[config.mk]
export PLATFORM = sky130hd
export DESIGN_NAME = scan_tap
export DESIGN_NICKNAME = d
export VERILOG_FILES = /design/src/rtl/scan_tap_pkg.sv /design/src/rtl/scan_tap_fsm.sv /design/src/rtl/scan_tap_ir.sv /design/src/rtl/scan_tap_dr.sv /design/src/rtl/scan_tap.sv
export SDC_FILE = /design/constraint.sdc
export NUM_CORES = 1
export LEC_CHECK = 0
export CORE_ASPECT_RATIO = 0.5
export CORE_MARGIN = 4
export CORE_UTILIZATION = 55
export CTS_BUF_LIST = sky130_fd_sc_hd__clkbuf_8
export DETAILED_ROUTE_END_ITERATION = 16
export GPL_ROUTABILITY_DRIVEN = 0
export GPL_TIMING_DRIVEN = 0
export PLACE_DENSITY = 0.75
export SLEW_MARGIN = 20
export SYNTH_ARGS = -nofsm -noshare
export SYNTH_HDL_FRONTEND = slang
export SYNTH_SLANG_ARGS = --single-unit
[constraint.sdc]
create_clock -name tck -period 3.4 [get_ports tck]
set_input_delay 0.85 -clock tck [delete_from_list [all_inputs] [get_ports tck]]
set_output_delay 0.85 -clock tck [all_outputs]
set_load 0.02 [all_outputs]
[src/rtl/scan_tap_pkg.sv]
// Shared types for the test access port: controller states, opcode map,
// data-path choices and the next-state function of the controller graph.
package scan_tap_pkg;

    localparam int IR_W  = 10;
    localparam int ID_W  = 32;

    localparam logic [IR_W-1:0] OP_SAMPLE   = 10'h005;
    localparam logic [IR_W-1:0] OP_EXTEST   = 10'h00F;
    localparam logic [IR_W-1:0] OP_BYPASS   = 10'h3FF;
    localparam logic [IR_W-1:0] OP_USERCODE = 10'h007;
    localparam logic [IR_W-1:0] OP_IDCODE   = 10'h006;
    localparam logic [IR_W-1:0] OP_HIGHZ    = 10'h00B;
    localparam logic [IR_W-1:0] OP_CLAMP    = 10'h00A;
    localparam logic [IR_W-1:0] OP_USER0    = 10'h00C;
    localparam logic [IR_W-1:0] OP_USER1    = 10'h00E;
    localparam logic [IR_W-1:0] IR_CAPTURE  = 10'h001;

    typedef enum logic [3:0] {
        ST_RESET, ST_IDLE,
        ST_DR_SEL, ST_DR_CAP, ST_DR_SHIFT, ST_DR_EXIT1,
        ST_DR_PAUSE, ST_DR_EXIT2, ST_DR_UPD,
        ST_IR_SEL, ST_IR_CAP, ST_IR_SHIFT, ST_IR_EXIT1,
        ST_IR_PAUSE, ST_IR_EXIT2, ST_IR_UPD
    } tap_state_e;

    typedef enum logic [1:0] {
        PATH_BYP, PATH_ID, PATH_BSR, PATH_USR
    } path_e;

    // Next state of the controller for a given mode-select value.
    function automatic tap_state_e tap_next(input tap_state_e s, input logic m);
        case (s)
            ST_RESET:    return m ? ST_RESET    : ST_IDLE;
            ST_IDLE:     return m ? ST_DR_SEL   : ST_IDLE;
            ST_DR_SEL:   return m ? ST_IR_SEL   : ST_DR_CAP;
            ST_DR_CAP:   return m ? ST_DR_EXIT1 : ST_DR_SHIFT;
            ST_DR_SHIFT: return m ? ST_DR_EXIT1 : ST_DR_SHIFT;
            ST_DR_EXIT1: return m ? ST_DR_UPD   : ST_DR_PAUSE;
            ST_DR_PAUSE: return m ? ST_DR_EXIT2 : ST_DR_PAUSE;
            ST_DR_EXIT2: return m ? ST_DR_UPD   : ST_DR_SHIFT;
            ST_DR_UPD:   return m ? ST_DR_SEL   : ST_IDLE;
            ST_IR_SEL:   return m ? ST_RESET    : ST_IR_CAP;
            ST_IR_CAP:   return m ? ST_IR_EXIT1 : ST_IR_SHIFT;
            ST_IR_SHIFT: return m ? ST_IR_EXIT1 : ST_IR_SHIFT;
            ST_IR_EXIT1: return m ? ST_IR_UPD   : ST_IR_PAUSE;
            ST_IR_PAUSE: return m ? ST_IR_EXIT2 : ST_IR_PAUSE;
            ST_IR_EXIT2: return m ? ST_IR_UPD   : ST_IR_SHIFT;
            default:     return m ? ST_DR_SEL   : ST_IDLE;
        endcase
    endfunction

endpackage

[src/rtl/scan_tap_fsm.sv]
// Sixteen-state test port controller.
// Assumes: rst_n is synchronous to tck; tms is stable around the rising edge.
module scan_tap_fsm
    import scan_tap_pkg::*;
(
    input  logic       tck,
    input  logic       rst_n,
    input  logic       tms,
    output tap_state_e state,
    output tap_state_e nxt
);

    // Next state from the graph, or the reset state while rst_n is low.
    always_comb begin
        nxt = rst_n ? tap_next(state, tms) : ST_RESET;
    end

    // State register.
    always_ff @(posedge tck) begin
        state <= nxt;
    end

    // Run length of consecutive high mode-select edges, saturating at five (checker use).
    logic [2:0] ones_run;
    always_ff @(posedge tck) begin
        if (!rst_n || !tms) ones_run <= 3'd0;
        else if (ones_run != 3'd5) ones_run <= ones_run + 3'd1;
    end

    // five high mode-select edges always land in reset.
    a_r2_five_ones_reset: assert property (@(posedge tck) disable iff (!rst_n)
        (ones_run == 3'd5) |-> (state == ST_RESET));

    // capture with mode-select low moves on into shift.
    a_r1_capture_to_shift: assert property (@(posedge tck) disable iff (!rst_n)
        (state == ST_DR_CAP && !tms) |=> (state == ST_DR_SHIFT));

endmodule

[src/rtl/scan_tap_ir.sv]
// Instruction shift register, active instruction and decoder.
// Assumes: state/nxt come from the controller in the same clock domain.
module scan_tap_ir
    import scan_tap_pkg::*;
(
    input  logic       tck,
    input  logic       rst_n,
    input  tap_state_e state,
    input  tap_state_e nxt,
    input  logic       tdi,
    output logic       ir_lsb,
    output path_e      path,
    output logic       use_user,
    output logic       usr_hi,
    output logic       mode,
    output logic       hiz
);

    logic [IR_W-1:0] ir_sr;
    logic [IR_W-1:0] ir_act;

    // Shift stage: capture the fixed pattern, then shift toward the LSB.
    always_ff @(posedge tck) begin
        if (state == ST_IR_CAP)        ir_sr <= IR_CAPTURE;
        else if (state == ST_IR_SHIFT) ir_sr <= {tdi, ir_sr[IR_W-1:1]};
    end

    // Active instruction: IDCODE on reset entry, shifted word on update.
    always_ff @(posedge tck) begin
        if (!rst_n || nxt == ST_RESET) ir_act <= OP_IDCODE;
        else if (state == ST_IR_UPD)   ir_act <= ir_sr;
    end

    assign ir_lsb = ir_sr[0];

    // Decode the active instruction into path and pin-control flags.
    always_comb begin
        path     = PATH_BYP;
        use_user = 1'b0;
        usr_hi   = 1'b0;
        mode     = 1'b0;
        hiz      = 1'b0;
        case (ir_act)
            OP_SAMPLE:   path = PATH_BSR;
            OP_EXTEST:   begin path = PATH_BSR; mode = 1'b1; end
            OP_IDCODE:   path = PATH_ID;
            OP_USERCODE: begin path = PATH_ID; use_user = 1'b1; end
            OP_HIGHZ:    begin mode = 1'b1; hiz = 1'b1; end
            OP_CLAMP:    mode = 1'b1;
            OP_USER0:    path = PATH_USR;
            OP_USER1:    begin path = PATH_USR; usr_hi = 1'b1; end
            OP_BYPASS:   path = PATH_BYP;
            default:     path = PATH_BYP;
        endcase
    end

    // capture leaves the fixed pattern in the shift stage.
    a_r3_capture_pattern: assert property (@(posedge tck) disable iff (!rst_n)
        (state == ST_IR_CAP) |=> (ir_sr == IR_CAPTURE));

    // update copies the shifted word into the active instruction.
    a_r4_update_loads: assert property (@(posedge tck) disable iff (!rst_n)
        (state == ST_IR_UPD) |=> (ir_act == $past(ir_sr)));

endmodule

[src/rtl/scan_tap_dr.sv]
// Internal data registers: one-bit pass-through and shared 32-bit word register
// that captures either the identification word or the user word.
// Assumes: path/use_user are stable throughout a data-register scan.
module scan_tap_dr
    import scan_tap_pkg::*;
#(
    parameter logic [ID_W-1:0] ID_WORD   = 32'h0000_0001,
    parameter logic [ID_W-1:0] USER_WORD = 32'h0000_0000
) (
    input  logic       tck,
    input  logic       rst_n,
    input  tap_state_e state,
    input  logic       tdi,
    input  path_e      path,
    input  logic       use_user,
    output logic       byp_q,
    output logic       id_lsb
);

    logic [ID_W-1:0] id_sr;

    // One-bit register: captures 0, follows tdi while shifting.
    always_ff @(posedge tck) begin
        if (path == PATH_BYP) begin
            if (state == ST_DR_CAP)        byp_q <= 1'b0;
            else if (state == ST_DR_SHIFT) byp_q <= tdi;
        end
    end

    // Word register: captures identification or user word, shifts toward the LSB.
    always_ff @(posedge tck) begin
        if (path == PATH_ID) begin
            if (state == ST_DR_CAP)        id_sr <= use_user ? USER_WORD : ID_WORD;
            else if (state == ST_DR_SHIFT) id_sr <= {tdi, id_sr[ID_W-1:1]};
        end
    end

    assign id_lsb = id_sr[0];

    // while selected and shifting, the one-bit register takes the serial input.
    a_r5_bypass_follows: assert property (@(posedge tck) disable iff (!rst_n)
        (state == ST_DR_SHIFT && path == PATH_BYP) |=> (byp_q == $past(tdi)));

    // identification capture loads the fixed word.
    a_r6_id_capture: assert property (@(posedge tck) disable iff (!rst_n)
        (state == ST_DR_CAP && path == PATH_ID && !use_user) |=> (id_sr == ID_WORD));

endmodule

[src/rtl/scan_tap.sv]
// Test access port top: controller, instruction stage, internal data registers,
// and the falling-edge serial output stage with its enable.
// Assumes: external chains present bsr_so/usr_so stable around the falling edge.
module scan_tap
    import scan_tap_pkg::*;
#(
    parameter logic [3:0]  ID_VERSION = 4'h0,
    parameter logic [15:0] ID_PART    = 16'h3181,
    parameter logic [10:0] ID_MFR     = 11'h06E,
    parameter logic [31:0] USER_WORD  = 32'h5A3C_9617
) (
    input  logic tck,
    input  logic rst_n,
    input  logic tms,
    input  logic tdi,
    input  logic bsr_so,
    input  logic usr_so,
    output logic tdo,
    output logic tdo_en,
    output logic dr_capture,
    output logic dr_shift,
    output logic dr_update,
    output logic sel_bsr,
    output logic sel_usr0,
    output logic sel_usr1,
    output logic bs_mode,
    output logic bs_hiz
);

    localparam logic [ID_W-1:0] ID_WORD = {ID_VERSION, ID_PART, ID_MFR, 1'b1};

    tap_state_e state, nxt;
    path_e      path;
    logic       ir_lsb, use_user, usr_hi, byp_q, id_lsb;
    logic       shifting, out_bit;

    scan_tap_fsm u_fsm (
        .tck   (tck),
        .rst_n (rst_n),
        .tms   (tms),
        .state (state),
        .nxt   (nxt)
    );

    scan_tap_ir u_ir (
        .tck      (tck),
        .rst_n    (rst_n),
        .state    (state),
        .nxt      (nxt),
        .tdi      (tdi),
        .ir_lsb   (ir_lsb),
        .path     (path),
        .use_user (use_user),
        .usr_hi   (usr_hi),
        .mode     (bs_mode),
        .hiz      (bs_hiz)
    );

    scan_tap_dr #(
        .ID_WORD   (ID_WORD),
        .USER_WORD (USER_WORD)
    ) u_dr (
        .tck      (tck),
        .rst_n    (rst_n),
        .state    (state),
        .tdi      (tdi),
        .path     (path),
        .use_user (use_user),
        .byp_q    (byp_q),
        .id_lsb   (id_lsb)
    );

    // State strobes and selects for the external registers.
    assign dr_capture = (state == ST_DR_CAP);
    assign dr_shift   = (state == ST_DR_SHIFT);
    assign dr_update  = (state == ST_DR_UPD);
    assign sel_bsr    = (path == PATH_BSR);
    assign sel_usr0   = (path == PATH_USR) && !usr_hi;
    assign sel_usr1   = (path == PATH_USR) && usr_hi;

    // Pick the bit that the serial output presents next.
    always_comb begin
        shifting = (state == ST_IR_SHIFT) || (state == ST_DR_SHIFT);
        if (state == ST_IR_SHIFT) out_bit = ir_lsb;
        else begin
            case (path)
                PATH_ID:  out_bit = id_lsb;
                PATH_BSR: out_bit = bsr_so;
                PATH_USR: out_bit = usr_so;
                default:  out_bit = byp_q;
            endcase
        end
    end

    // Falling-edge output stage: data and enable.
    always_ff @(negedge tck) begin
        if (!rst_n) begin
            tdo    <= 1'b0;
            tdo_en <= 1'b0;
        end else begin
            tdo    <= shifting & out_bit;
            tdo_en <= shifting;
        end
    end

    // enable is up exactly in the shift states once the half cycle settles.
    a_r10_enable_in_shift: assert property (@(posedge tck) disable iff (!rst_n)
        tdo_en == ((state == ST_IR_SHIFT) || (state == ST_DR_SHIFT)));

    // a disabled output stays low.
    a_r10_quiet_when_off: assert property (@(posedge tck) disable iff (!rst_n)
        !tdo_en |-> !tdo);

endmodule

==> qor.txt <==
=====================================================================================
Status                                                                      completed
Dominant synthesized flop cell                                           sky130_fd_sc_hd__edfxtp_1
Syn avg cell area                                                           10.9 um^2
Top cells by count, synth                                                33 x sky130_fd_sc_hd__edfxtp_1, 27 x sky130_fd_sc_hd__nand2_1, 26 x sky130_fd_sc_hd__dfxtp_1
Later-pin clock latency in the skew report                                    0.37 ns
Core Box Area                                                               4120 um^2
Count of nets after finishing                                                     262
Hold slack                                                                   0.459 ns
Synthesized flop and latch total                                                   59
Total power                                                                   1.54 mW
Net count after synthesis                                                         234
Number of input and output port buffers inserted                                   15
Final routed wire length divided by cell count                                14.6 um
Kind of critical path                                                    flop to primary output
Number of endpoints failing setup at the final stage                                0
Netlist cell types                                                                 34
Final core utilization                                                          0.716
Buffering stage count on the worst path with inverters included                     1
Clock tree sinks                                                                   59
Layout overhead on the synthesized area                                         18.7%
CP required                                                                   2.55 ns
Die X                                                                          103 um
WHS Endpoint                                                             u_ir.ir_act[8]
Detailed router's first-iteration violation count                                  61
Worst min-delay path startpoint                                          u_ir.ir_act[8]
Iteration count of the initial detailed-routing pass                                5
End of the worst register-to-register path                                        tdo
Vias per inst                                                                    5.60
Fill cells                                                                        292
Vias                                                                             1763
Largest stage delay, worst path                                               0.29 ns
Post-route cell area                                                        2950 um^2
Share of power burned in registers                                              0.497
Switching Share                                                                 0.201
Data arrival time of the worst path                                           2.50 ns
CTS Buffer Depth                                                                    2
Vias in the first global route                                                   1617
Maximum number of pins on one net before global-route repair                       18
Combinational share of power                                                    0.039
First-pass GRT wire length                                                    7650 um
R2R Setup Slk                                                                 0.26 ns
Series of cell instances along the critical path                                buf_4
Remaining number of nets flagged by the antenna check after routing                 0
Number of buffers created by CTS                                                    9
Number of I/O pins                                                                 16
Post-DP Area                                                                2730 um^2
Static Leakage                                                                1.06 nW
Area taken by flip-flops and latches                                        1510 um^2
Internal power of the cells                                                   1.23 mW
Critical path startpoint category                                                flop
Max_cap viols                                                                       0
Clock-pin slew of the registers on the worst-case setup and hold paths        0.06 ns
Worst slew margin relative to its limit                                         0.466
Number of antenna violations at the first check in global routing                   0
Top-count cell post-synth                                                sky130_fd_sc_hd__edfxtp_1
Family with the most delay on the worst path                               flip-flops
Power density relative to cell area                                       522 nW/um^2
Total inserted antenna cells                                                        0
Worst min-delay path category                                            flop to flop
CTS tree                                                                        built
Final WL                                                                      4600 um
Layout cell share with drive strength beyond 1                                  0.115
Synth top area cells                                                     sky130_fd_sc_hd__edfxtp_1 40%, sky130_fd_sc_hd__dfxtp_1 21%, sky130_fd_sc_hd__nand2_1 4.1%, sky130_fd_sc_hd__o21a_1 3.6%, sky130_fd_sc_hd__and2_1 3.3%
Register area share after synthesis                                             0.607
Number of enable flip-flop cells after synthesis                                   33
Depth of the worst hold-timing path                                                 2
Number of remaining DRC errors                                                      0
Clock root buffer master                                                 sky130_fd_sc_hd__clkbuf_8
Maximum level of the CTS H-tree                                                     3
All-Layer GR Usage                                                              0.174
Cell taking the most area after synthesis                                sky130_fd_sc_hd__edfxtp_1
Area share of the largest cell type after synthesis                             0.398
Clk network pwr share                                                           0.463
Number of warnings printed during yosys synthesis                                   0
Critical R2R Launch                                                      u_fsm.state[3]
Net switching power                                                          0.310 mW
CTS Hold Bufs                                                                       0
Sum of net half-perimeters after detailed placement                           3100 um
Post-Synthesis Cell Area                                                    2490 um^2
Setup repair after global routing missed its margin                             false
Transition time of the tightest slew-check pin                               0.799 ns
Worst Reg2Reg Path Length in Cells                                                  4
Setup TNS                                                                        0 ns
Number of rows created at floorplan                                                16
Number of setup buffers added after CTS                                             0
Total area of multi-input combinational cells                                920 um^2
Maximum fanout along the worst path                                                 1
Share of flip-flops with an asynchronous set or reset                               0
IR Drop Worst-Case VDD                                                     0.000357 V
Gate count after technology mapping                                               228
Count of endpoints failing hold in the final timing report                          0
Total congestion overflow                                                           0
Sort of element at the end of the critical path                          primary output
Die outline height                                                            55.6 um
Layout Skew                                                                 0.0421 ns
Slowest cell on the critical path                                        sky130_fd_sc_hd__dfxtp_1
Final Max Slew Viols                                                                0
Initial core utilization                                                        0.603
Area of the die                                                             5730 um^2
=====================================================================================
-- state kept, by name (all words and copies together) (netlist names) --
name         flops
tdo              1
tdo_en           1
u_dr.byp_q       1
u_dr.id_sr      32
u_fsm.state      4
u_ir.ir_act     10
u_ir.ir_sr      10
-- cells by family (layout without fill, tap and decap cells) --
family	after synthesis	count (layout)	share of synthesized area
AND/OR/NAND/NOR	98	98	0.210
flip-flops	59	59	0.607
AO/OA/AOI/OAI	53	53	0.148
XOR/XNOR	2	2	0.00704
buffers and inverters	16	49	0.0276
-- routing by layer --
layer  global-route usage  wire, um  share of wire  vias up
met5                    0         0              0        -
met4               0.0572        40         0.0087        0
met3               0.0804       146          0.032        4
met2                0.247      2110           0.46       21
met1                0.236      2310           0.50      864
li1                     -         -              -      874
-- placed cells by master, fill, tap and decap left out, drive strengths merged, types with 2 or more instances in the layout --
master and count:
edfxtp 33, nand2 28, dfxtp 26, nor2 17
a21oi 15, and2 13, clkdlybuf4s50 13, o21a 12
clkbuf 12, nand2b 11, buf 10, o21ai 9
a22o 9, inv 7, nor3 7, and3 5
nand3b 5, nand3 4, nor2b 3, clkinv 3
bufinv 3, a211oi 2, xnor2 2, nor4 2
-- what timing repair did --
| action | in CTS | in global routing |
|---|---|---|
| setup endpoints to repair | 2 | 2 |
| gates resized for setup | 8 | 2 |
| pin swaps | 0 | 0 |
-- final cells by class --
cell class	count	share of cell area
Buffer	10	0.0157
Clock buffer	9	0.0419
Clock inverter	9	0.0356
Inverter	5	0.00636
Multi-Input combinational cell	153	0.311
Sequential cell	59	0.512
Tap cell	54	0.0229
Timing Repair Buffer	16	0.0542
-- metrics by stage --
stage / instances / worst slack (ns)
2_1_floorplan: 228 / 0.0986
3_3_place_gp: 297 / -0.253
3_5_place_dp: 298 / -0.242
4_1_cts: 315 / 0.0217
5_1_grt: 315 / 0.00484
6_report: 315 / 0.0479
-- power groups by stage --
stage | registers (mW) | logic (mW) | clock network [mW]
6_report | 0.767 | 0.0608 | 0.715
5_1_grt | 0.768 | 0.0679 | 0.760
4_1_cts | 0.767 | 0.0610 | 0.725
3_5_place_dp | 0.782 | 0.0606 | 0.00553
3_3_place_gp | 0.783 | 0.0578 | 0.00553
2_1_floorplan | 0.782 | 0.0401 | 0.00553
-- worst max-delay path by stage --
stage / start / end / slack, ns / cells past startpoint
after floorplan: u_fsm.state[0] / tdo / 0.1 / 4
after global placement: usr_so / tdo / -0.25 / 4
after detailed placement: usr_so / tdo / -0.24 / 4
after CTS: tdo / tdo / 0.02 / 1
after global routing: tdo_en / tdo_en / 0.005 / 1
final: tdo / tdo / 0.05 / 1
Power figures use the tool's default switching activity.
